--- config.mk ---
export PLATFORM = sky130hd
export DESIGN_NAME = ts0_overhead_capture
export DESIGN_NICKNAME = d
export VERILOG_FILES = /design/src/rtl/ts0_cap_pkg.sv /design/src/rtl/ts0_cap_seq.sv /design/src/rtl/ts0_cap_shadow.sv /design/src/rtl/ts0_cap_regs.sv /design/src/rtl/ts0_overhead_capture.sv
export SDC_FILE = /design/constraint.sdc
export NUM_CORES = 1
export LEC_CHECK = 0
export ABC_AREA = 1
export BUFFER_PORTS_ARGS = -buffer_cell sky130_fd_sc_hd__buf_2
export CAP_MARGIN = 10
export CORE_ASPECT_RATIO = 1.5
export CORE_MARGIN = 4
export CORE_UTILIZATION = 55
export DETAILED_ROUTE_END_ITERATION = 16
export PLACE_DENSITY_LB_ADDON = 0.1
export SLEW_MARGIN = 30
export SYNTH_ARGS = -nofsm -noshare
export SYNTH_HDL_FRONTEND = slang
export SYNTH_SLANG_ARGS = --single-unit
--- constraint.sdc ---
create_clock -name clk -period 5.2 [get_ports clk]
set_input_delay 0.26 -clock clk [delete_from_list [all_inputs] [get_ports clk]]
set_output_delay 0.26 -clock clk [all_outputs]
set_load 0.02 [all_outputs]
--- src/rtl/ts0_cap_pkg.sv ---
package ts0_cap_pkg;

    typedef enum logic [1:0] {
        ST_HUNT   = 2'd0,
        ST_GATHER = 2'd1,
        ST_COMMIT = 2'd2
    } cap_state_e;

    localparam int unsigned BYTE_W    = 8;
    localparam int unsigned NUM_SA    = 5;
    localparam int unsigned NUM_REGS  = NUM_SA + 3;
    localparam int unsigned ADDR_W    = $clog2(NUM_REGS);

    // visible register slots (host address map)
    localparam int unsigned REG_ALARM       = NUM_SA;
    localparam int unsigned REG_SI_ALIGN    = NUM_SA + 1;
    localparam int unsigned REG_SI_NONALIGN = NUM_SA + 2;

    // source bit inside the timeslot 0 byte (bit 7 = first on the line)
    localparam int unsigned POS_SI    = 7;
    localparam int unsigned POS_ALARM = 5;
    localparam int unsigned POS_SA4   = 4;

    function automatic int unsigned lane_src(input int unsigned g);
        if (g < NUM_SA)          return POS_SA4 - g;
        else if (g == REG_ALARM) return POS_ALARM;
        else                     return POS_SI;
    endfunction

    function automatic logic lane_is_odd(input int unsigned g);
        return g != REG_SI_ALIGN;
    endfunction

endpackage

--- src/rtl/ts0_cap_seq.sv ---
module ts0_cap_seq
    import ts0_cap_pkg::*;
#(
    parameter int unsigned MF_FRAMES = 16
) (
    input  logic                         clk,
    input  logic                         rst_n,
    input  logic                         ts0_valid,
    input  logic [$clog2(MF_FRAMES)-1:0] frame_idx,
    input  logic                         mf_start,
    input  logic                         mf_lost,
    output logic                         take_even,
    output logic                         take_odd,
    output logic                         commit
);

    localparam int unsigned IDX_W = $clog2(MF_FRAMES);
    localparam logic [IDX_W-1:0] LAST_IDX = IDX_W'(MF_FRAMES - 1);

    cap_state_e       state_q, state_d;
    logic [IDX_W-1:0] exp_q;
    logic             start_ok;
    logic             in_seq;
    logic             take;

    assign start_ok = ts0_valid && mf_start && !mf_lost && (frame_idx == '0);
    assign in_seq   = ts0_valid && !mf_lost && (frame_idx == exp_q);

    // state register
    always_ff @(posedge clk) begin
        if (!rst_n) state_q <= ST_HUNT;
        else        state_q <= state_d;
    end

    // transitions
    always_comb begin
        state_d = state_q;
        unique case (state_q)
            ST_HUNT, ST_COMMIT: begin
                state_d = start_ok ? ST_GATHER : ST_HUNT;
            end
            ST_GATHER: begin
                if (mf_lost)        state_d = ST_HUNT;
                else if (start_ok)  state_d = ST_GATHER;
                else if (in_seq)    state_d = (exp_q == LAST_IDX) ? ST_COMMIT : ST_GATHER;
                else if (ts0_valid) state_d = ST_HUNT;
            end
            default: state_d = ST_HUNT;
        endcase
    end

    // outputs
    always_comb begin
        take   = 1'b0;
        commit = 1'b0;
        unique case (state_q)
            ST_HUNT:   take = start_ok;
            ST_GATHER: take = start_ok || in_seq;
            ST_COMMIT: begin
                take   = start_ok;
                commit = !mf_lost;
            end
            default: take = 1'b0;
        endcase
    end

    assign take_even = take && !frame_idx[0];
    assign take_odd  = take &&  frame_idx[0];

    // next expected frame number
    always_ff @(posedge clk) begin
        if (!rst_n)    exp_q <= '0;
        else if (take) exp_q <= frame_idx + 1'b1;
    end

endmodule

--- src/rtl/ts0_cap_shadow.sv ---
module ts0_cap_shadow
    import ts0_cap_pkg::*;
#(
    parameter int unsigned REG_W = 8
) (
    input  logic                               clk,
    input  logic                               rst_n,
    input  logic                               take_even,
    input  logic                               take_odd,
    input  logic [BYTE_W-1:0]                  ts0_byte,
    output logic [NUM_REGS-1:0][REG_W-1:0]     shadow
);

    logic [NUM_REGS-1:0][REG_W-1:0] sh_q;
    logic [NUM_REGS-1:0]            lane_en;

    always_comb begin
        for (int unsigned g = 0; g < NUM_REGS; g++) begin
            lane_en[g] = lane_is_odd(g) ? take_odd : take_even;
        end
    end

    // earliest frame ends up in the MSB after REG_W shifts
    always_ff @(posedge clk) begin
        if (!rst_n) begin
            sh_q <= '0;
        end else begin
            for (int unsigned g = 0; g < NUM_REGS; g++) begin
                if (lane_en[g]) begin
                    sh_q[g] <= {sh_q[g][REG_W-2:0], ts0_byte[3'(lane_src(g))]};
                end
            end
        end
    end

    assign shadow = sh_q;

endmodule

--- src/rtl/ts0_cap_regs.sv ---
module ts0_cap_regs
    import ts0_cap_pkg::*;
#(
    parameter int unsigned REG_W = 8
) (
    input  logic                           clk,
    input  logic                           rst_n,
    input  logic                           commit,
    input  logic [NUM_REGS-1:0][REG_W-1:0] shadow,
    input  logic [ADDR_W-1:0]              rd_addr,
    output logic [REG_W-1:0]               rd_data,
    input  logic                           host_clr_wr,
    input  logic [1:0]                     host_clr_mask,
    output logic                           mf_ready,
    output logic                           mf_overrun
);

    logic [REG_W-1:0] vis_q [NUM_REGS];
    logic             ready_q;
    logic             ovr_q;
    logic             clr_rdy;
    logic             clr_ovr;

    assign clr_rdy = host_clr_wr && host_clr_mask[0];
    assign clr_ovr = host_clr_wr && host_clr_mask[1];

    // all slots copied on the same edge
    always_ff @(posedge clk) begin
        if (!rst_n) begin
            for (int unsigned g = 0; g < NUM_REGS; g++) vis_q[g] <= '0;
        end else if (commit) begin
            for (int unsigned g = 0; g < NUM_REGS; g++) vis_q[g] <= shadow[g];
        end
    end

    always_ff @(posedge clk) begin
        if (!rst_n) begin
            ready_q <= 1'b0;
            ovr_q   <= 1'b0;
        end else begin
            if (commit)       ready_q <= 1'b1;
            else if (clr_rdy) ready_q <= 1'b0;

            if (commit && ready_q && !clr_rdy) ovr_q <= 1'b1;
            else if (clr_ovr)                  ovr_q <= 1'b0;
        end
    end

    assign rd_data    = vis_q[rd_addr];
    assign mf_ready   = ready_q;
    assign mf_overrun = ovr_q;

endmodule

--- src/rtl/ts0_overhead_capture.sv ---
module ts0_overhead_capture
    import ts0_cap_pkg::*;
#(
    parameter int unsigned MF_FRAMES = 16
) (
    input  logic                         clk,
    input  logic                         rst_n,
    input  logic                         ts0_valid,
    input  logic [7:0]                   ts0_byte,
    input  logic [$clog2(MF_FRAMES)-1:0] frame_idx,
    input  logic                         mf_start,
    input  logic                         mf_lost,
    input  logic [2:0]                   rd_addr,
    output logic [MF_FRAMES/2-1:0]       rd_data,
    input  logic                         host_clr_wr,
    input  logic [1:0]                   host_clr_mask,
    output logic                         mf_ready,
    output logic                         mf_overrun
);

    localparam int unsigned REG_W = MF_FRAMES / 2;

    logic                           take_even;
    logic                           take_odd;
    logic                           commit_pulse;
    logic [NUM_REGS-1:0][REG_W-1:0] shadow;

    ts0_cap_seq #(.MF_FRAMES(MF_FRAMES)) i_seq (
        .clk       (clk),
        .rst_n     (rst_n),
        .ts0_valid (ts0_valid),
        .frame_idx (frame_idx),
        .mf_start  (mf_start),
        .mf_lost   (mf_lost),
        .take_even (take_even),
        .take_odd  (take_odd),
        .commit    (commit_pulse)
    );

    ts0_cap_shadow #(.REG_W(REG_W)) i_shadow (
        .clk       (clk),
        .rst_n     (rst_n),
        .take_even (take_even),
        .take_odd  (take_odd),
        .ts0_byte  (ts0_byte),
        .shadow    (shadow)
    );

    ts0_cap_regs #(.REG_W(REG_W)) i_regs (
        .clk           (clk),
        .rst_n         (rst_n),
        .commit        (commit_pulse),
        .shadow        (shadow),
        .rd_addr       (rd_addr),
        .rd_data       (rd_data),
        .host_clr_wr   (host_clr_wr),
        .host_clr_mask (host_clr_mask),
        .mf_ready      (mf_ready),
        .mf_overrun    (mf_overrun)
    );

endmodule

After elaboration in Yosys (flattened, before gate mapping):

Memories as Yosys holds them, arrays and structs flattened.
Index checks and enable logic that the tools add are counted.

* output and inout port bits: 10
* memories kept: 1
* bits of input ports: 23
* bits in writable memories: 64
* register bits: 72
* logic and storage cells: 112

* reductions and logical operators: 20
* equality and inequality tests: 5
* add/sub/neg operators: 1
* muxes and demuxes: 57
* $lt $le $gt $ge: 8
* bitwise gates (word level): 8

Memory list
* i_regs.vis_q: words 8, width 8, read ports 1, clocked after Yosys merged registers in 0, write ports 8, line ts0_cap_regs.sv:18 `logic [REG_W-1:0] vis_q [NUM_REGS];`

Operators with widths (number)
* $mux 8: 8
* $mux 3: 16
* $lt 3x4->1 const B: 8
* $bmux 1 s3: 8
* $mux 1: 18
* $logic_and 1x1->1: 11
* $mux 2: 5
* $or 1x1->1: 8
* $ne 5x3->1 const B: 1
* $add 4x1->4 const B: 1
* $eq 4x4->1: 1
* $eq 4x4->1 const B: 1
* $logic_not 4->1: 1
* $pmux 2 s2: 1
* $reduce_bool 2->1: 2
* $logic_not 1->1: 3
* $eq 2x1->1 const B: 1
* $eq 2x2->1 const B: 1
* $logic_not 2->1: 1
* $pmux 1 s2: 1
* $reduce_or 2->1: 1
* $logic_or 1x1->1: 1

Depth between registers and ports, before layout:

* word-level depth: 10
* mapped depth: 12
* mapped depth without buffers: 10

Hierarchy:

Synthesis repeated with hierarchy kept, for this count alone.

* cell total of the unflattened synthesis: 904
* area total of the unflattened synthesis: 6493.7 um2

Modules (own cells, without submodules)
* ts0_cap_regs: cells each 424, seq. area each 1961.9 um2, area an instance 3447.1 um2, instances 1
* ts0_cap_shadow: cells each 404, seq. area each 1281.2 um2, area an instance 2586.2 um2, instances 1
* ts0_cap_seq: cells each 76, seq. area each 120.1 um2, area an instance 460.4 um2, instances 1

Least setup slack after synthesis:

No wires, ideal clock.

* path type: input to register
* start: input rst_n
* end: memory i_regs.vis_q[0][0] (enable)
* setup time: 0.688 ns
* buffers on the path: 3
* required time: 4.512 ns
* stages on the path: 4
* arrival: 2.140 ns
* path slack: 2.372 ns
* cells stage by stage: clkbuf_1 -> clkbuf_1 -> buf_1 -> nand2_1

RTL lines
* start: declaration: line ts0_overhead_capture.sv:7 `input logic rst_n,`
* end: declaration: line ts0_cap_regs.sv:18

Final worst setup path:

* start: register i_seq.state_q[0]
* end: register i_shadow.sh_q (netlist bit i_shadow.shadow[60])

* longest elaborated chain between the ends: 4
* elaborated cells on any way between the ends: 6
* classes of those cells: eq/ne: 2; mux: 1; reduce/logical: 3

RTL lines
* start: declaration: line ts0_cap_seq.sv:20 `cap_state_e state_q, state_d;`
* start signal: assignment: line ts0_cap_seq.sv:32 `else state_q <= state_d;`
* $eq 2x2->1 / $logic_not 2->1 (equally long branches): line ts0_cap_seq.sv:56 `unique case (state_q)`
* $reduce_or 2->1 (no source line)
* $pmux 1 s2 *: line ts0_cap_seq.sv:56
* $logic_and 1x1->1 *: line ts0_cap_seq.sv:68 `assign take_odd = take && frame_idx[0];`
* end signal: indexed assignment: line ts0_cap_shadow.sv:30 `sh_q[g] <= {sh_q[g][REG_W-2:0], ts0_byte[3'(lane_src(g))]};`
* end: declaration: line ts0_cap_shadow.sv:14 `logic [NUM_REGS-1:0][REG_W-1:0] sh_q;`

Every way passes the cells marked *; elsewhere a longest branch is shown, timed or not.
A chain may end at the register's enable or synchronous reset.

==> run metrics <==
status=complete, no violations; top cells by area, synth=edfxtp_1 30%, dfxtp_1 23%, nor2_1 10%; Slew Viols, Final=0; initial antenna violation count=0; post-route ant nets=0; Hold WC Path Type=in -> reg; max-cap viol count=0; Period minus WS final=roughly 2700 ps; Worst Setup End Kind=flip-flop; RR Startpoint=i_seq.state_q[0]; Clock Skew=6.08 ps; Final Hold Fails=0; 1st-pass router iterations=5; crit start category=flip-flop; die height=140 um; Pwr Density=approximately 360 mW/mm^2; Hold Worst Slack=92.9 ps; H-tree levels=4; Routed WL per cell=around 14 um; top-count cell post-synth=nor2_1; Overflow after GRT=0; clock tree from TritonCTS=yes; RSZ-0062 raised after global routing=no; largest net degree at the start of global routing=a little under 90; area grow syn2layout=12.6%; post-synthesis cell area=0.00637 mm^2; Clock Latency Late Sink=about 410 ps; met3 WL=between 500 and 600 um; WL met2=7370 um; port bufs=31; dpl hpwl=about 8100 um; Layout Nets=869; Inserted Clock Buffers=17; largest buffer count on any clock path=2; antenna cells=0; Total GRT Usage=0.222; final setup TNS=0 ps; Starting Density=0.570; synth warn=0; area leader, netlist=edfxtp_1; total die area=between 0.01 and 0.015 mm^2; Power Total=2.58 mW; setup violators final=0; crit-path max FO=70; number of distinct library cells after synthesis=25; DR top layer=met4; layout cells sized above 1=0.105; Sink Count=between 100 and 150; drt first-iter violations=between 300 and 400; Worst Path Required=approximately 5500 ps; floorplan row count=47; # hold bufs at CTS=0; Ports=33; Main synth FF type=dfxtp_1; P_leak=3.17 nW; detailed-route vias per instance=5.15; Max IR drop VDD=~0.25 mV; clock-pin slew on the worst setup and hold paths=roughly 60 ps; Gate Count Post-Synth=about 840; sequential share of the synthesized area=0.528; Die Wd=about 96 um; number of DRC violations after detailed routing=0; worst slew pin tran=a little over 900 ps; Post-synth top cells=174 x nor2_1, 169 x nand2_1, 153 x inv_1; CTS resizes=0; post-synthesis net count=around 860; fmax=about 370 MHz; Worst Setup SP=i_seq.state_q[0]; WS Path Type=reg -> reg; Syn Area/Cell=7.60 um^2; wl on met1=5630 um; Post-synth EDFFs=64; FF+latch count, synth=136; via count=5171; first-pass GRT wire length=approximately 24000 um; Post-synth ARST share=0; setup bufs post-CTS=0; CTS Root Cell=clkbuf_16; max_slew headroom=0.379; Hold Startpoint=ts0_valid; Final period util=0.523; Core ar.=0.0112 mm^2; vias in the first global route=roughly 5400; fin util=0.642; Worst Path Arrival=between 3000 and 4000 ps; Synth top area share=0.302; final WL=13900 um; Final GP Congestion=around 0.77
-- registers in the layout, indices dropped and copies added, names as in the netlist --
register           cells
i_shadow.shadow       64
i_seq.exp_q            4
i_regs.vis_q          64
i_regs.mf_ready        1
i_seq.state_q          2
i_regs.mf_overrun      1
-- cell families after synthesis --
group,after synthesis,share of synthesized area
flip-flops,136,0.528
buffers and inverters,219,0.137
XOR/XNOR,2,0.00275
AND/OR/NAND/NOR,423,0.281
AO/OA/AOI/OAI,56,0.0474
adder cells (fa/ha/maj),2,0.00393
-- power breakdown --
group | internal, mW | leakage [nW] | switching [mW]
Sequential | 1.14 | 1.24 | 0.00534
Clock | 0.853 | 0.306 | 0.455
Combinational | 0.0380 | 1.62 | 0.0936
-- area by class of cell --
cell class / instances / area, um^2
repair buffers: 38 / 208
fillers: 986 / 4000
clock buffers: 17 / 425
inverters: 168 / 631
clock inverters: 15 / 225
multi-input cells: 483 / 2140
well taps: 147 / 184
flip-flops and latches: 136 / 3360
-- per-layer routing --
| layer | up-vias | GRT usage |
|---|---|---|
| li1 | 2614 | - |
| met1 | 2402 | 0.251 |
| met2 | 133 | 0.401 |
| met3 | 22 | 0.0416 |
| met4 | 0 | 0.0877 |
| met5 | - | 0 |
-- cell usage in the layout (no fill, tap or decap) --
master	netlist	layout
nand3_2	2	2
o22ai_1	8	8
dfxtp_1	72	72
nand3_1	7	7
nand4_1	67	67
ha_1	2	2
buf_4	2	7
nand3b_1	1	1
nor2_1	174	174
a21oi_1	6	6
clkinv_4	0	2
clkinvlp_4	0	4
nand2_1	169	167
buf_2	5	31
nor3_1	1	1
inv_1	153	153
o21ai_0	33	33
inv_2	15	15
bufinv_16	0	5
nor4_1	1	1
xor2_1	1	1
clkinv_2	0	2
inv_6	0	2
edfxtp_1	64	64
clkbuf_16	0	17
a31oi_1	9	9
xnor2_1	1	1
nand2_2	1	3
-- critical path, cell delays in order, from the launching register on --
cell and delay, ps:
dfxtp_1 350, nand2_2 70, buf_4 610, nand3_2 830, buf_4 510, nand2_1 100
inv_2 30, nor2_1 100
-- path summary, 6_finish.rpt --
path | to | slack [ps] | cells after the start
max | i_shadow.shadow[60] | 2480 | 7
min | i_seq.state_q[1] | 90 | 3
max reg2reg | i_shadow.shadow[60] | 2480 | 7
min reg2reg | i_seq.exp_q[2] | 490 | 2
-- through the flow --
step,cells,worst slack (ps),instance area [um^2]
finish,1004,2480,7170
global route,1004,2280,7170
CTS,1004,2490,7170
detailed placement,972,2390,6520
global placement,972,2510,6520
floorplan,838,2370,6370
No activity file was read; power rests on OpenSTA's default activity.
